$ cat src/rtl/nand_eng_pkg.sv
`timescale 1ns/1ps
package nand_eng_pkg;
  // register indices
  localparam logic [2:0] RA_CMD   = 3'd0;
  localparam logic [2:0] RA_ADR   = 3'd1;
  localparam logic [2:0] RA_TRIG  = 3'd2;
  localparam logic [2:0] RA_CFG   = 3'd3;
  localparam logic [2:0] RA_BUF   = 3'd4;
  localparam logic [2:0] RA_SPARE = 3'd5;
  // configuration bit positions
  localparam int CB_MASK = 4;
  localparam int CB_SRST = 6;
  localparam int CB_CE   = 7;
  localparam int TB_DONE = 15;

  typedef enum logic [2:0] {
    OP_NONE, OP_CMD, OP_ADR, OP_PROG, OP_READ, OP_ID, OP_STAT
  } op_e;
endpackage

$ cat src/rtl/nand_eng_regs.sv
`timescale 1ns/1ps
module nand_eng_regs import nand_eng_pkg::*; #(
  parameter int SPARE_W = 7,
  parameter int NCS     = 4,
  parameter int RST_CYC = 4
) (
  input  logic               clk,
  input  logic               rst,
  input  logic               reg_we,
  input  logic [2:0]         reg_addr,
  input  logic [15:0]        reg_wdata,
  output logic [15:0]        reg_rdata,
  input  logic               fin,
  output logic               go,
  output op_e                op,
  output logic [7:0]         cmd_byte,
  output logic [7:0]         adr_byte,
  output logic [2:0]         rba,
  output logic [SPARE_W-1:0] spare_words,
  output logic               srst_on,
  output logic               irq,
  output logic [NCS-1:0]     ce_n,
  output logic [8:0]         ppb
);
  localparam int RCW = $clog2(RST_CYC + 1);

  logic [15:0] cmd_r, adr_r, cfg_r, bufsel_r;
  logic [5:0]  op_q, pri;
  logic        done_q, wr_trig, accept;
  logic [RCW-1:0] srst_cnt;

  assign srst_on = (srst_cnt != '0);
  assign wr_trig = reg_we && (reg_addr == RA_TRIG);
  assign pri     = reg_wdata[5:0] & (~reg_wdata[5:0] + 6'd1);
  assign accept  = wr_trig && (op_q == '0) && !srst_on && (reg_wdata[5:0] != '0);
  assign cmd_byte = cmd_r[7:0];
  assign adr_byte = adr_r[7:0];
  assign rba      = bufsel_r[2:0];

  always_comb begin
    unique case (op_q)
      6'b000001: op = OP_CMD;
      6'b000010: op = OP_ADR;
      6'b000100: op = OP_PROG;
      6'b001000: op = OP_READ;
      6'b010000: op = OP_ID;
      6'b100000: op = OP_STAT;
      default:   op = OP_NONE;
    endcase
  end

  always_ff @(posedge clk) begin
    if (rst) begin
      cmd_r <= '0; adr_r <= '0; cfg_r <= '0; bufsel_r <= '0;
      spare_words <= '0; op_q <= '0; done_q <= 1'b0; go <= 1'b0;
      srst_cnt <= '0;
    end else begin
      if (reg_we) begin
        case (reg_addr)
          RA_CMD:   cmd_r <= reg_wdata;
          RA_ADR:   adr_r <= reg_wdata;
          RA_CFG:   cfg_r <= reg_wdata;
          RA_BUF:   bufsel_r <= reg_wdata;
          RA_SPARE: spare_words <= reg_wdata[SPARE_W-1:0];
          default: ;
        endcase
      end
      if (reg_we && reg_addr == RA_CFG && reg_wdata[CB_SRST])
        srst_cnt <= RCW'(RST_CYC);
      else if (srst_on)
        srst_cnt <= srst_cnt - RCW'(1);
      go <= accept;
      if (srst_on) begin
        op_q <= '0; done_q <= 1'b0; go <= 1'b0;
      end else begin
        if (fin) op_q <= '0;
        else if (accept) op_q <= pri;
        if (fin) done_q <= 1'b1;
        else if (wr_trig && !reg_wdata[TB_DONE]) done_q <= 1'b0;
      end
    end
  end

  // registered side outputs
  always_ff @(posedge clk) begin
    if (rst) begin
      irq <= 1'b0; ppb <= 9'd32; reg_rdata <= '0;
    end else begin
      irq <= done_q && !cfg_r[CB_MASK];
      ppb <= 9'd32 << cfg_r[10:9];
      case (reg_addr)
        RA_CMD:   reg_rdata <= cmd_r;
        RA_ADR:   reg_rdata <= adr_r;
        RA_TRIG:  reg_rdata <= {done_q, 9'b0, op_q};
        RA_CFG:   reg_rdata <= {cfg_r[15:7], srst_on, cfg_r[5:0]};
        RA_BUF:   reg_rdata <= bufsel_r;
        RA_SPARE: reg_rdata <= 16'(spare_words);
        default:  reg_rdata <= '0;
      endcase
    end
  end

  for (genvar i = 0; i < NCS; i++) begin : g_ce
    always_ff @(posedge clk) begin
      if (rst) ce_n[i] <= 1'b1;
      else     ce_n[i] <= !(cfg_r[CB_CE] && (bufsel_r[6:5] == 2'(i)));
    end
  end

  p_onehot_op_r6: assert property (@(posedge clk) disable iff (rst) $onehot0(op_q));
  p_busy_ignore_r5: assert property (@(posedge clk) disable iff (rst)
    (op_q != '0 && wr_trig && !fin && !srst_on) |=> $stable(op_q));
  p_done_sticky_r3: assert property (@(posedge clk) disable iff (rst)
    (done_q && !(wr_trig && !reg_wdata[TB_DONE]) && !srst_on) |=> done_q);
  p_irq_set_r4: assert property (@(posedge clk) disable iff (rst)
    (done_q && !cfg_r[CB_MASK]) |=> irq);
  p_irq_clr_r4: assert property (@(posedge clk) disable iff (rst)
    (!done_q || cfg_r[CB_MASK]) |=> !irq);
  p_srst_idle_r11: assert property (@(posedge clk) disable iff (rst)
    srst_on |=> (op_q == '0 && !done_q));
endmodule

$ cat src/rtl/nand_eng_seq.sv
`timescale 1ns/1ps
module nand_eng_seq import nand_eng_pkg::*; #(
  parameter int PAGE_BYTES = 512,
  parameter int SPARE_W    = 7,
  parameter int OFS_W      = 10,
  parameter int WE_LO      = 2,
  parameter int WE_HI      = 2,
  parameter int RE_LO      = 2,
  parameter int RE_HI      = 2,
  parameter int ID_BYTES   = 5
) (
  input  logic               clk,
  input  logic               clr,
  input  logic               go,
  input  op_e                op,
  input  logic [7:0]         cmd_byte,
  input  logic [7:0]         adr_byte,
  input  logic [2:0]         rba,
  input  logic [SPARE_W-1:0] spare_words,
  output logic               fin,
  output logic [OFS_W+2:0]   buf_addr,
  output logic               buf_we,
  output logic [7:0]         buf_wdata,
  input  logic [7:0]         buf_rdata,
  output logic               cle,
  output logic               ale,
  output logic               we_n,
  output logic               re_n,
  output logic [7:0]         io_out,
  output logic               io_oe,
  input  logic [7:0]         io_in,
  input  logic               rb_n
);
  localparam int T1   = (WE_LO > WE_HI) ? WE_LO : WE_HI;
  localparam int T2   = (RE_LO > RE_HI) ? RE_LO : RE_HI;
  localparam int TMAX = (T1 > T2) ? T1 : T2;
  localparam int TW   = $clog2(TMAX + 1);

  typedef enum logic [2:0] {S_IDLE, S_WAIT_RB, S_FETCH, S_LOAD, S_WLO, S_WHI, S_RLO, S_RHI} st_e;
  st_e st;
  op_e cur;
  logic [TW-1:0]    tmr;
  logic [OFS_W-1:0] cnt, tot_m1, page_m1;
  logic [2:0]       bank;
  logic             rb_s1, rb_ok;

  assign page_m1 = OFS_W'(PAGE_BYTES) + OFS_W'({spare_words, 1'b0}) - OFS_W'(1);

  always_ff @(posedge clk) begin
    if (clr) begin rb_s1 <= 1'b0; rb_ok <= 1'b0; end
    else     begin rb_s1 <= rb_n; rb_ok <= rb_s1; end
  end

  always_ff @(posedge clk) begin
    if (clr) begin
      st <= S_IDLE; cur <= OP_NONE; tmr <= '0; cnt <= '0; tot_m1 <= '0; bank <= '0;
      fin <= 1'b0; buf_addr <= '0; buf_we <= 1'b0; buf_wdata <= '0;
      cle <= 1'b0; ale <= 1'b0; we_n <= 1'b1; re_n <= 1'b1; io_out <= '0; io_oe <= 1'b0;
    end else begin
      fin <= 1'b0;
      buf_we <= 1'b0;
      case (st)
        S_IDLE: if (go) begin
          cur  <= op;
          cnt  <= '0;
          bank <= (op == OP_ID || op == OP_STAT) ? 3'd0 : rba;
          tot_m1 <= (op == OP_ID) ? OFS_W'(ID_BYTES - 1) :
                    (op == OP_STAT) ? '0 : page_m1;
          case (op)
            OP_CMD, OP_ADR: begin
              io_out <= (op == OP_CMD) ? cmd_byte : adr_byte;
              cle <= (op == OP_CMD); ale <= (op == OP_ADR);
              io_oe <= 1'b1; we_n <= 1'b0; tmr <= TW'(WE_LO - 1); st <= S_WLO;
            end
            OP_PROG, OP_READ: st <= S_WAIT_RB;
            OP_ID, OP_STAT: begin re_n <= 1'b0; tmr <= TW'(RE_LO - 1); st <= S_RLO; end
            default: ;
          endcase
        end
        S_WAIT_RB: if (rb_ok) begin
          if (cur == OP_PROG) begin buf_addr <= {bank, cnt}; st <= S_FETCH; end
          else begin re_n <= 1'b0; tmr <= TW'(RE_LO - 1); st <= S_RLO; end
        end
        S_FETCH: st <= S_LOAD;
        S_LOAD: begin
          io_out <= buf_rdata; io_oe <= 1'b1; we_n <= 1'b0;
          tmr <= TW'(WE_LO - 1); st <= S_WLO;
        end
        S_WLO: if (tmr == '0) begin we_n <= 1'b1; tmr <= TW'(WE_HI - 1); st <= S_WHI; end
               else tmr <= tmr - TW'(1);
        S_WHI: if (tmr != '0) tmr <= tmr - TW'(1);
          else if (cur == OP_PROG && cnt != tot_m1) begin
            cnt <= cnt + OFS_W'(1); buf_addr <= {bank, cnt + OFS_W'(1)}; st <= S_FETCH;
          end else begin
            cle <= 1'b0; ale <= 1'b0; io_oe <= 1'b0; fin <= 1'b1; st <= S_IDLE;
          end
        S_RLO: if (tmr == '0) begin
          buf_we <= 1'b1; buf_wdata <= io_in; buf_addr <= {bank, cnt};
          re_n <= 1'b1; tmr <= TW'(RE_HI - 1); st <= S_RHI;
        end else tmr <= tmr - TW'(1);
        S_RHI: if (tmr != '0) tmr <= tmr - TW'(1);
          else if (cnt != tot_m1) begin
            cnt <= cnt + OFS_W'(1); re_n <= 1'b0; tmr <= TW'(RE_LO - 1); st <= S_RLO;
          end else begin fin <= 1'b1; st <= S_IDLE; end
        default: st <= S_IDLE;
      endcase
    end
  end

  p_strobe_excl_r14: assert property (@(posedge clk) disable iff (clr) !(!we_n && !re_n));
  p_we_hold_r14: assert property (@(posedge clk) disable iff (clr)
    (st == S_WLO && tmr != '0) |=> !we_n);
  p_re_hold_r14: assert property (@(posedge clk) disable iff (clr)
    (st == S_RLO && tmr != '0) |=> !re_n);
  p_wait_rb_r7: assert property (@(posedge clk) disable iff (clr)
    (st == S_WAIT_RB && !rb_ok) |=> (re_n && we_n));
endmodule

$ cat src/rtl/nand_op_engine.sv
`timescale 1ns/1ps
module nand_op_engine import nand_eng_pkg::*; #(
  parameter int PAGE_BYTES = 512,
  parameter int SPARE_W    = 7,
  parameter int NCS        = 4,
  parameter int WE_LO      = 2,
  parameter int WE_HI      = 2,
  parameter int RE_LO      = 2,
  parameter int RE_HI      = 2,
  parameter int ID_BYTES   = 5,
  parameter int RST_CYC    = 4,
  localparam int OFS_W = $clog2(PAGE_BYTES + 2 * ((1 << SPARE_W) - 1))
) (
  input  logic             clk,
  input  logic             rst,
  input  logic             reg_we,
  input  logic [2:0]       reg_addr,
  input  logic [15:0]      reg_wdata,
  output logic [15:0]      reg_rdata,
  output logic             irq,
  output logic [8:0]       pages_per_block,
  output logic [OFS_W+2:0] buf_addr,
  output logic             buf_we,
  output logic [7:0]       buf_wdata,
  input  logic [7:0]       buf_rdata,
  output logic             nand_cle,
  output logic             nand_ale,
  output logic [NCS-1:0]   nand_ce_n,
  output logic             nand_we_n,
  output logic             nand_re_n,
  output logic [7:0]       nand_io_out,
  output logic             nand_io_oe,
  input  logic [7:0]       nand_io_in,
  input  logic             nand_rb_n
);
  logic fin, go, srst_on;
  op_e  op;
  logic [7:0] cmd_byte, adr_byte;
  logic [2:0] rba;
  logic [SPARE_W-1:0] spare_words;

  nand_eng_regs #(.SPARE_W(SPARE_W), .NCS(NCS), .RST_CYC(RST_CYC)) u_regs (
    .clk(clk), .rst(rst), .reg_we(reg_we), .reg_addr(reg_addr), .reg_wdata(reg_wdata),
    .reg_rdata(reg_rdata), .fin(fin), .go(go), .op(op), .cmd_byte(cmd_byte),
    .adr_byte(adr_byte), .rba(rba), .spare_words(spare_words), .srst_on(srst_on),
    .irq(irq), .ce_n(nand_ce_n), .ppb(pages_per_block)
  );

  nand_eng_seq #(.PAGE_BYTES(PAGE_BYTES), .SPARE_W(SPARE_W), .OFS_W(OFS_W),
    .WE_LO(WE_LO), .WE_HI(WE_HI), .RE_LO(RE_LO), .RE_HI(RE_HI), .ID_BYTES(ID_BYTES)) u_seq (
    .clk(clk), .clr(rst || srst_on), .go(go), .op(op), .cmd_byte(cmd_byte),
    .adr_byte(adr_byte), .rba(rba), .spare_words(spare_words), .fin(fin),
    .buf_addr(buf_addr), .buf_we(buf_we), .buf_wdata(buf_wdata), .buf_rdata(buf_rdata),
    .cle(nand_cle), .ale(nand_ale), .we_n(nand_we_n), .re_n(nand_re_n),
    .io_out(nand_io_out), .io_oe(nand_io_oe), .io_in(nand_io_in), .rb_n(nand_rb_n)
  );
endmodule

$ cat config.mk
export PLATFORM = sky130hd
export DESIGN_NAME = nand_op_engine
export DESIGN_NICKNAME = d
export VERILOG_FILES = /design/src/rtl/nand_eng_pkg.sv /design/src/rtl/nand_eng_regs.sv /design/src/rtl/nand_eng_seq.sv /design/src/rtl/nand_op_engine.sv
export SDC_FILE = /design/constraint.sdc
export NUM_CORES = 1
export LEC_CHECK = 0
export BUFFER_PORTS_ARGS = -buffer_cell sky130_fd_sc_hd__buf_2
export CORE_MARGIN = 5
export CORE_UTILIZATION = 58
export DETAILED_ROUTE_END_ITERATION = 8
export PLACE_DENSITY = 0.87
export SLEW_MARGIN = 20
export SYNTH_ARGS = -nofsm -noshare
export SYNTH_HDL_FRONTEND = slang
export SYNTH_HIERARCHICAL = 1
export SYNTH_SLANG_ARGS = --single-unit
export TNS_END_PERCENT = 20
$ cat constraint.sdc
create_clock -name clk -period 3.25 [get_ports clk]
set_input_delay 0.65 -clock clk [delete_from_list [all_inputs] [get_ports clk]]
set_output_delay 0.65 -clock clk [all_outputs]
set_load 0.02 [all_outputs]
==> flow_metrics.env, run 1 <==
export IMPL_cpPeakStageDelay_ns=0.81
export IMPL_synth_warnings=6
export IMPL_insertedDiodeCount=0
export IMPL_cp_slowest_cell="dfxtp_1"
export IMPL_finalCritPeriodShare_pct=90.75
export IMPL_drc=0
export IMPL_hold_buffers=0
export IMPL_hold_class="reg2reg"
export IMPL_startpoint_type="flop"
export IMPL_fmax_mhz=339.0
export IMPL_outcome="completed"
export IMPL_post_drt_wl_per_cell_um=17.33
export IMPL_finalCriticalPeriod_ns=2.950
export IMPL_crit_chain="clkinv_1, ha_1, nor3_1, a21boi_0, o21ai_0, o311a_1, nor3_1"
export IMPL_worst_pin_slew_ns=0.9743
export IMPL_syn2layout_area_growth_pct=10.49
export IMPL_ir_drop_uv=421.3
export IMPL_cts_made_buffers=17
export IMPL_synth_edf_count=0
export IMPL_critPathMaxFanout=25
export IMPL_tns_ns=0
export IMPL_ys_flop_type="dfxtp_1"
export IMPL_fillers=1182
export IMPL_nets=1089
export IMPL_crit_top_cell="nor3_1"
export IMPL_grt_pass1_wl_um=33650
export IMPL_finClkSkew_ns=0.007757
export IMPL_path_buf_inv=1
export IMPL_clockBufferDepth=2
export IMPL_syn_inst=1003
export IMPL_ctsResizeCount=0
export IMPL_slew_headroom_pct=34.75
export IMPL_wl_um=21400
export IMPL_dp_cells=1205
export IMPL_hpwl_um=14560
export IMPL_critPathTopFamily="compound AO/OA/AOI/OAI gates"
export IMPL_drv_slew=0
export IMPL_floorplan_rows=44
export IMPL_p_per_area_mw_per_mm2=521.8
export IMPL_cp_data_arrival_time_ns=3.31
export IMPL_syn_avg_cell_area_sq_um=8.429
export IMPL_port_buffers=98
export IMPL_syn_area_sq_mm=0.008454
export IMPL_rsz0062_at_grt="false"
export IMPL_overflow=0
export IMPL_dr_first_iter_drc_count=943
export IMPL_cts_clk_slew_worst_paths_ns=0.06
export IMPL_synth_distinct_cells=79
export IMPL_ctsRootBufferMaster="clkbuf_16"
export IMPL_drive_gt1_share_pct=18.36
export IMPL_hold_viol_final=0
export IMPL_worst_skew_pair_late_latency_ns=0.44
export IMPL_seq_area_frac_synth_pct=41.44
export IMPL_antenna_found_initial=0
export IMPL_fp_dieH_um=130.7
export IMPL_clock_sinks=175
export IMPL_num_vias=7455
export IMPL_final_common_cell="nand2_1"
export IMPL_grtUsageTotal_pct=24.63
export IMPL_leakage_uw=0.003791
export IMPL_layout_common_cells="199 x nand2_1, 175 x dfxtp_1, 113 x a21oi_1"
export IMPL_start_util_pct=58.61
export IMPL_endpoint_kind="flop"
export IMPL_cap_violations=0
export IMPL_gp_congestion=0.9220
export IMPL_grt_start_max_net_pins=50
export IMPL_crit_type="reg2reg"
export IMPL_viasPerCell=6.036
export IMPL_drtPass1Iterations=8
export IMPL_fin_cells=1235
export IMPL_drt_antenna_violating_nets=0
export IMPL_die_width_um=130.7
export IMPL_crit_required_ns=3.61
export IMPL_cts_setup_buffers=0
export IMPL_core_area_sq_mm=0.01442
export IMPL_ios=104
export IMPL_cts_max_level=4
export IMPL_grt_pass1_vias=6888
export IMPL_synth_seq_cells=175
export IMPL_cts_tree="done"
export IMPL_setup_viol=0
export IMPL_async_reset_ff_share_pct=0
export IMPL_die_area_sq_mm=0.01709
## stage by stage
stage,instance area (sq um),setup slack [ns],total power (uW),util [%],hold WS (ns)
final,9341,0.3005,4874,64.76,0.4387
after global routing,9341,0.02349,5044,64.76,0.4386
after CTS,9341,0.4259,4889,64.76,0.4376
after detailed placement,8738,0.4197,2791,60.58,0.4279
after global placement,8738,0.6389,2769,60.58,0.4228
after floorplan,8469,0.9591,2652,-,0.3976
## kinds of logic (layout without fill, tap and decap cells)
family,Yosys count,in the layout,synth area share [%]
AND/OR/NAND/NOR,387,387,22.18
AO/OA/AOI/OAI,221,221,16.26
flip-flops,175,175,41.44
buffers and inverters,125,169,8.066
multiplexers,55,55,7.252
XOR/XNOR,29,29,3.271
adder cells (fa/ha/maj),10,10,1.480
other,1,5,0.04436
## metal layers
layer	vias to the layer above	wire, um	share of wire (%)	GRT usage (%)
met5	-	0	0	0
met4	0	625	2.9	10.83
met3	62	1614	7.5	4.553
met2	347	10520	49	41.70
met1	3524	8640	40	30.71
li1	3522	-	-	-
## worst register-to-register path: stages (launching register included)
cell	delay [ns]
dfxtp_1	0.81
clkinv_1	0.43
ha_1	0.30
nor3_1	0.27
a21boi_0	0.51
o21ai_0	0.25
o311a_1	0.19
nor3_1	0.13
## worst paths after layout
kind,from,endpoint,slack (ns),depth (start not counted)
max,u_seq/st[2],u_seq/st[0],0.30,7
min,u_seq/rb_s1,u_seq/rb_ok,0.44,1
max reg2reg,u_seq/st[2],u_seq/st[0],0.30,7
min reg2reg,u_seq/rb_s1,u_seq/rb_ok,0.44,1
## cells in the mapped netlist (7+ instances only)
library cell / count / area, sq um
nor2b_1: 9 / 56.30
buf_4: 30 / 225.2
buf_6: 9 / 101.4
o31ai_1: 7 / 52.55
a21oi_1: 113 / 565.5
mux2i_1: 32 / 320.3
a22oi_1: 17 / 127.6
mux2_2: 19 / 214.0
nor4_1: 9 / 56.30
nand3_1: 19 / 95.09
nand2_1: 199 / 747.0
clkbuf_1: 34 / 127.6
nor3_1: 19 / 95.09
xor2_1: 18 / 157.7
inv_1: 21 / 78.83
nor2_1: 66 / 247.7
or3_1: 8 / 50.05
ha_1: 10 / 125.1
xnor2_1: 8 / 70.07
o21ai_0: 30 / 150.1
dfxtp_1: 175 / 3503
and3_1: 8 / 50.05
buf_2: 20 / 100.1
## final cells by class
type	count	area [sq um]	area share, %
flip-flops and latches	175	3503	37.50
repair buffers	117	633.1	6.777
clock buffers	17	425.4	4.554
multi-input cells	707	4289	45.91
well taps	184	230.2	2.465
inverters	22	82.58	0.8840
clock inverters	13	177.7	1.902
## flip-flops by register name, summed over array words and instances (netlist names), 4 cells and up
register            cells
u_regs/reg_rdata       16
u_seq/buf_addr         13
u_seq/buf_wdata         8
u_regs/cmd_r           16
u_regs/ce_n             4
u_regs/op_q             6
u_seq/tot_m1           10
u_regs/bufsel_r        16
u_regs/ppb              4
u_regs/adr_r           16
u_seq/io_out            8
u_seq/cnt              10
u_regs/cfg_r           15
u_regs/spare_words      7
## report_power, final
group | leakage, uW | switching [uW] | internal, uW
sequential | 0.00141 | 30.4 | 2180
combinational | 0.00208 | 371 | 171
clock | 0.000295 | 895 | 1220
total | 0.00379 | 1300 | 3580
Note: power is estimated with default switching activity, not from simulation.
==> run 2: changes to the inputs <==
SYNTH_HIERARCHICAL = not set   (was 1)
==> flow_metrics.env, run 2 <==
export IMPL_num_vias=7255
export IMPL_synth_area_top_cells="dfxtp_1 44%, nand2_1 9.9%, a21oi_1 7.5%, nor2_1 3.9%, mux2i_1 3.0%"
export IMPL_critPathMaxFanout=17
export IMPL_ios=104
export IMPL_holdPathEnd="u_seq.rb_s1"
export IMPL_seq_area_frac_synth_pct=43.89
export IMPL_fin_hold_ws_ns=0.4282
export IMPL_nets=1068
export IMPL_crit_type="reg2reg"
export IMPL_crit_required_ns=3.58
export IMPL_hold_buffers=0
export IMPL_fin_util_pct=67.30
export IMPL_synth_top_cell_area_share_pct=43.89
export IMPL_synthAdderAreaFrac_pct=0.9406
export IMPL_grt_pass1_vias=6917
export IMPL_insertedDiodeCount=0
export IMPL_outcome="completed"
export IMPL_syn_area_sq_mm=0.007981
export IMPL_port_buffers=98
export IMPL_pwr_share_seq_pct=46.2
export IMPL_synth_distinct_cells=62
export IMPL_cts_clk_slew_worst_paths_ns=0.07
export IMPL_worst_pin_slew_ns=0.8340
export IMPL_clockBufferDepth=2
export IMPL_fmax_mhz=391.0
export IMPL_die_width_um=127.3
export IMPL_syn_avg_cell_area_sq_um=8.136
export IMPL_antenna_found_initial=0
export IMPL_wl_um=20880
export IMPL_r2r_end="u_seq.buf_addr[6]"
export IMPL_floorplan_rows=42
export IMPL_cp_data_arrival_time_ns=2.89
export IMPL_p_switching_uw=1306
export IMPL_grtUsageTotal_pct=26.12
export IMPL_cpPeakStageDelay_ns=0.65
export IMPL_ys_flop_type="dfxtp_1"
export IMPL_yosys_top_cells_count="210 x nand2_1, 175 x dfxtp_1, 119 x a21oi_1"
export IMPL_dr_first_iter_drc_count=921
export IMPL_slew_headroom_pct=44.14
export IMPL_internal_power_uw=3497
export IMPL_synth_top_family_by_area="simple AND/OR/NAND/NOR gates"
export IMPL_finalCriticalPeriod_ns=2.558
export IMPL_synth_xor_area_share_pct=3.402
export IMPL_crit_chain="and4b_1, a31oi_1, a41oi_2, buf_4, nor2_1, a211oi_1"
export IMPL_drive_gt1_share_pct=15.93
export IMPL_clock_sinks=175
export IMPL_cts_max_level=4
export IMPL_post_drt_wl_per_cell_um=17.23
export IMPL_gp_congestion=0.9374
export IMPL_whs_path_depth=2
export IMPL_tns_ns=0
export IMPL_netSwitchingFraction_pct=27.19
export IMPL_reg2reg_from="u_seq.st[1]"
export IMPL_synth_largest_area_cell="dfxtp_1"
export IMPL_synth_warnings=0
export IMPL_fp_dieH_um=127.3
export IMPL_cp_slowest_cell="dfxtp_1"
export IMPL_grt_start_max_net_pins=61
export IMPL_dp_cells=1180
export IMPL_cts_tree="done"
export IMPL_fin_cells=1212
export IMPL_setup_viol=0
export IMPL_die_area_sq_mm=0.01621
export IMPL_synth_mux_area_share_pct=5.691
export IMPL_leakage_uw=0.003463
export IMPL_drv_slew=0
export IMPL_reg2reg_setup_slack_ns=0.69
export IMPL_async_reset_ff_share_pct=0
export IMPL_hold_class="in2reg"
export IMPL_hold_viol_final=0
export IMPL_finClkSkew_ns=0.01086
export IMPL_core_area_sq_mm=0.01335
export IMPL_drc=0
export IMPL_final_common_cell="nand2_1"
export IMPL_endpoint_kind="flop"
export IMPL_ir_drop_uv=444.3
export IMPL_overflow=0
export IMPL_drtPass1Iterations=5
export IMPL_synth_seq_cells=175
export IMPL_rsz0062_at_grt="false"
export IMPL_p_per_area_mw_per_mm2=534.6
export IMPL_worst_skew_pair_late_latency_ns=0.44
export IMPL_finalCritPeriodShare_pct=78.70
export IMPL_min_from="nand_rb_n"
export IMPL_viasPerCell=5.986
export IMPL_cts_setup_buffers=0
export IMPL_startpoint_type="flop"
export IMPL_start_util_pct=59.80
export IMPL_layout_common_cells="210 x nand2_1, 175 x dfxtp_1, 119 x a21oi_1"
export IMPL_grt_pass1_wl_um=34400
export IMPL_combPwrFrac_pct=10.6
export IMPL_clkPwrFrac_pct=43.2
export IMPL_cap_violations=0
export IMPL_reg2reg_depth=6
export IMPL_yosys_area_share_simple_pct=23.12
export IMPL_syn_inst=981
export IMPL_syn2layout_area_growth_pct=12.56
export IMPL_synth_compound_area_share_pct=17.43
export IMPL_cts_made_buffers=17
export IMPL_drt_antenna_violating_nets=0
export IMPL_hpwl_um=14010
export IMPL_yosysMostFrequentCell="nand2_1"
export IMPL_synth_edf_count=0
export IMPL_ctsRootBufferMaster="clkbuf_16"
export IMPL_ctsResizeCount=0
[run 2: cell types whose count changed after synthesis, sizes merged, moves of 9 or more]
cell	delta
nor2	+16
clkbuf	+11
nand2	+11
mux2	-11
buf	-25
o21ai	-15
a31oi	+9
inv	-11
[run 2: power groups by stage]
stage | registers, uW | logic (uW) | clock network (uW)
after floorplan | 2260 | 369 | 0
after global placement | 2260 | 489 | 0
after detailed placement | 2260 | 500 | 0
after CTS | 2220 | 504 | 2080
after global routing | 2220 | 554 | 2190
final | 2220 | 511 | 2070
[run 2: through the flow]
stage | setup WS [ns] | cell area [sq um] | total power [uW]
2_1_floorplan | 1.185 | 7996 | 2628
3_3_place_gp | 0.8229 | 8387 | 2752
3_5_place_dp | 0.7434 | 8387 | 2765
4_1_cts | 0.7040 | 8984 | 4800
5_1_grt | 0.4584 | 8984 | 4972
6_report | 0.6923 | 8984 | 4803
[run 2: how the worst max path moves through the flow]
stage / start / to / cells after the start
2_1_floorplan: reg_addr[0] / u_regs.reg_rdata[5] / 6
3_3_place_gp: u_seq.st[1] / u_seq.buf_addr[6] / 6
3_5_place_dp: reg_addr[2] / u_regs.bufsel_r[13] / 6
4_1_cts: u_seq.st[1] / u_seq.buf_addr[6] / 6
5_1_grt: u_seq.st[1] / u_seq.buf_addr[6] / 6
6_report: u_seq.st[1] / u_seq.buf_addr[6] / 6
[run 2: logic make-up after synthesis]
family | after synthesis
mux | 38
buf+inv | 100
fa+ha+maj | 6
compound gates | 223
flops | 175
xor+xnor | 31
other cells | 1
simple gates | 407
[run 2: layout make-up]
cell class / count / area (sq um)
timing repair buffer: 108 / 565.5
tap: 176 / 220.2
clock inverter: 14 / 167.7
multi-input combinational: 710 / 4056
sequential: 175 / 3503
inverter: 11 / 41.29
fill: 1062 / 4364
clock buffer: 18 / 429.2
[run 2: critical path, delay by kind of cell (launching register included)]
kind / cells / cell delay (ns)
buf+inv: 1 / 0.28
flops: 1 / 0.65
compound gates: 3 / 0.94
simple gates: 2 / 0.58
[run 2: metal layers]
| metal | up-vias | GRT usage (%) | routed length, um |
|---|---|---|---|
| li1 | 3466 | - | - |
| met1 | 3404 | 33.56 | 8591 |
| met2 | 334 | 41.78 | 9919 |
| met3 | 51 | 6.636 | 1843 |
| met4 | 0 | 11.23 | 529 |
| met5 | - | 0 | 0 |
==> run 3: changes to the inputs <==
clock period = 2.6 ns   (was 3.25 ns; I/O delays follow)
==> flow_metrics.env, run 3 (same netlist as run 2, synthesis figures left out) <==
export IMPL_start_util_pct=59.80
export IMPL_finClkSkew_ns=0.007967
export IMPL_finalCritPeriodShare_pct=85.68
export IMPL_cts_made_buffers=17
export IMPL_slew_headroom_pct=45.57
export IMPL_worst_skew_pair_late_latency_ns=0.43
export IMPL_syn2layout_area_growth_pct=13.86
export IMPL_drt_antenna_violating_nets=0
export IMPL_post_drt_wl_per_cell_um=17.15
export IMPL_clockBufferDepth=2
export IMPL_die_area_sq_mm=0.01621
export IMPL_setup_slack_ns=0.3723
export IMPL_startpoint_type="flop"
export IMPL_ctsResizeCount=0
export IMPL_reg2reg_from="u_seq.st[1]"
export IMPL_grt_start_max_net_pins=83
export IMPL_hold_buffers=0
export IMPL_cap_violations=0
export IMPL_hold_class="in2reg"
export IMPL_drtPass1Iterations=5
export IMPL_nets=1085
export IMPL_clock_sinks=175
export IMPL_drc=0
export IMPL_multi_input_area_sq_mm=0.004056
export IMPL_grtUsageTotal_pct=25.65
export IMPL_grt_pass1_wl_um=33850
export IMPL_seq_area_sq_mm=0.003503
export IMPL_ir_drop_uv=495.4
export IMPL_endpoint_kind="flop"
export IMPL_cts_max_level=4
export IMPL_fillers=1043
export IMPL_finalCriticalPeriod_ns=2.228
export IMPL_floorplan_rows=42
export IMPL_critPathMaxFanout=24
export IMPL_hpwl_um=14190
export IMPL_cp_startpoint="u_seq.st[1]"
export IMPL_outcome="completed"
export IMPL_wl_um=21080
export IMPL_num_vias=7384
export IMPL_die_width_um=127.3
export IMPL_hold_viol_final=0
export IMPL_leakage_uw=0.003528
export IMPL_layout_common_cells="210 x nand2_1, 175 x dfxtp_1, 119 x a21oi_1"
export IMPL_min_from="nand_rb_n"
export IMPL_fp_dieH_um=127.3
export IMPL_power_uw=5913
export IMPL_grt_pass1_vias=6818
export IMPL_fin_util_pct=68.08
export IMPL_drive_gt1_share_pct=17.28
export IMPL_gp_congestion=0.9143
export IMPL_ios=104
export IMPL_viasPerCell=6.008
export IMPL_drv_slew=0
export IMPL_rsz0062_at_grt="false"
export IMPL_cts_setup_buffers=0
export IMPL_pre_cts_ws_ns=0.4045
export IMPL_ctsRootBufferMaster="clkbuf_16"
export IMPL_cp_data_arrival_time_ns=2.57
export IMPL_worst_pin_slew_ns=0.8165
export IMPL_crit_type="reg2reg"
export IMPL_dr_first_iter_drc_count=1050
export IMPL_overflow=0
export IMPL_core_area_sq_mm=0.01335
export IMPL_cts_clk_slew_worst_paths_ns=0.07
export IMPL_final_common_cell="nand2_1"
export IMPL_setup_viol=0
export IMPL_insertedDiodeCount=0
export IMPL_crit_required_ns=2.94
export IMPL_p_per_area_mw_per_mm2=650.7
export IMPL_cts_tree="done"
export IMPL_port_buffers=98
export IMPL_antenna_found_initial=0
export IMPL_tns_ns=0
export IMPL_fmax_mhz=448.9
-- run 3: critical path, stage by stage, from the launching register on --
cell      delay [ns]
dfxtp_1         0.68
and4b_1         0.51
a31oi_1         0.17
a41oi_2         0.19
buf_4           0.29
nor2_1          0.07
a211oi_1        0.22
-- run 3: routing by layer --
metal	up-vias	track usage [%]	wire, um
li1	3495	-	-
met1	3447	33.82	8699
met2	374	40.57	9864
met3	68	5.050	1866
met4	0	12.11	647
met5	-	0	0
-- run 3: power by group --
group / internal, uW / switching, uW / leakage (uW)
clock network: 1330 / 1110 / 0.000269
logic: 232 / 468 / 0.00185
registers: 2730 / 38.6 / 0.00141
-- run 3: cell type report --
| class | count | area share [%] |
|---|---|---|
| clock inverter | 14 | 1.446 |
| inverter | 11 | 0.4544 |
| multi-input combinational | 710 | 44.64 |
| timing repair buffer | 125 | 7.765 |
| tap | 176 | 2.423 |
| sequential | 175 | 38.55 |
| clock buffer | 18 | 4.723 |
-- run 3: through the flow --
stage,instance area [sq um],std cells,hold WS (ns)
6_report,9087,1229,0.3044
3_3_place_gp,8527,1197,0.4264
5_1_grt,9087,1229,0.3214
4_1_cts,9087,1229,0.2990
3_5_place_dp,8527,1197,0.4138
2_1_floorplan,7996,985,0.3977
-- run 3: final timing paths --
path | slack [ns] | cells after the start | to
setup / recovery | 0.37 | 6 | u_seq.buf_addr[7]
hold / removal | 0.30 | 2 | u_seq.rb_s1
hold reg to reg | 0.45 | 1 | u_seq.rb_ok
setup reg to reg | 0.37 | 6 | u_seq.buf_addr[7]
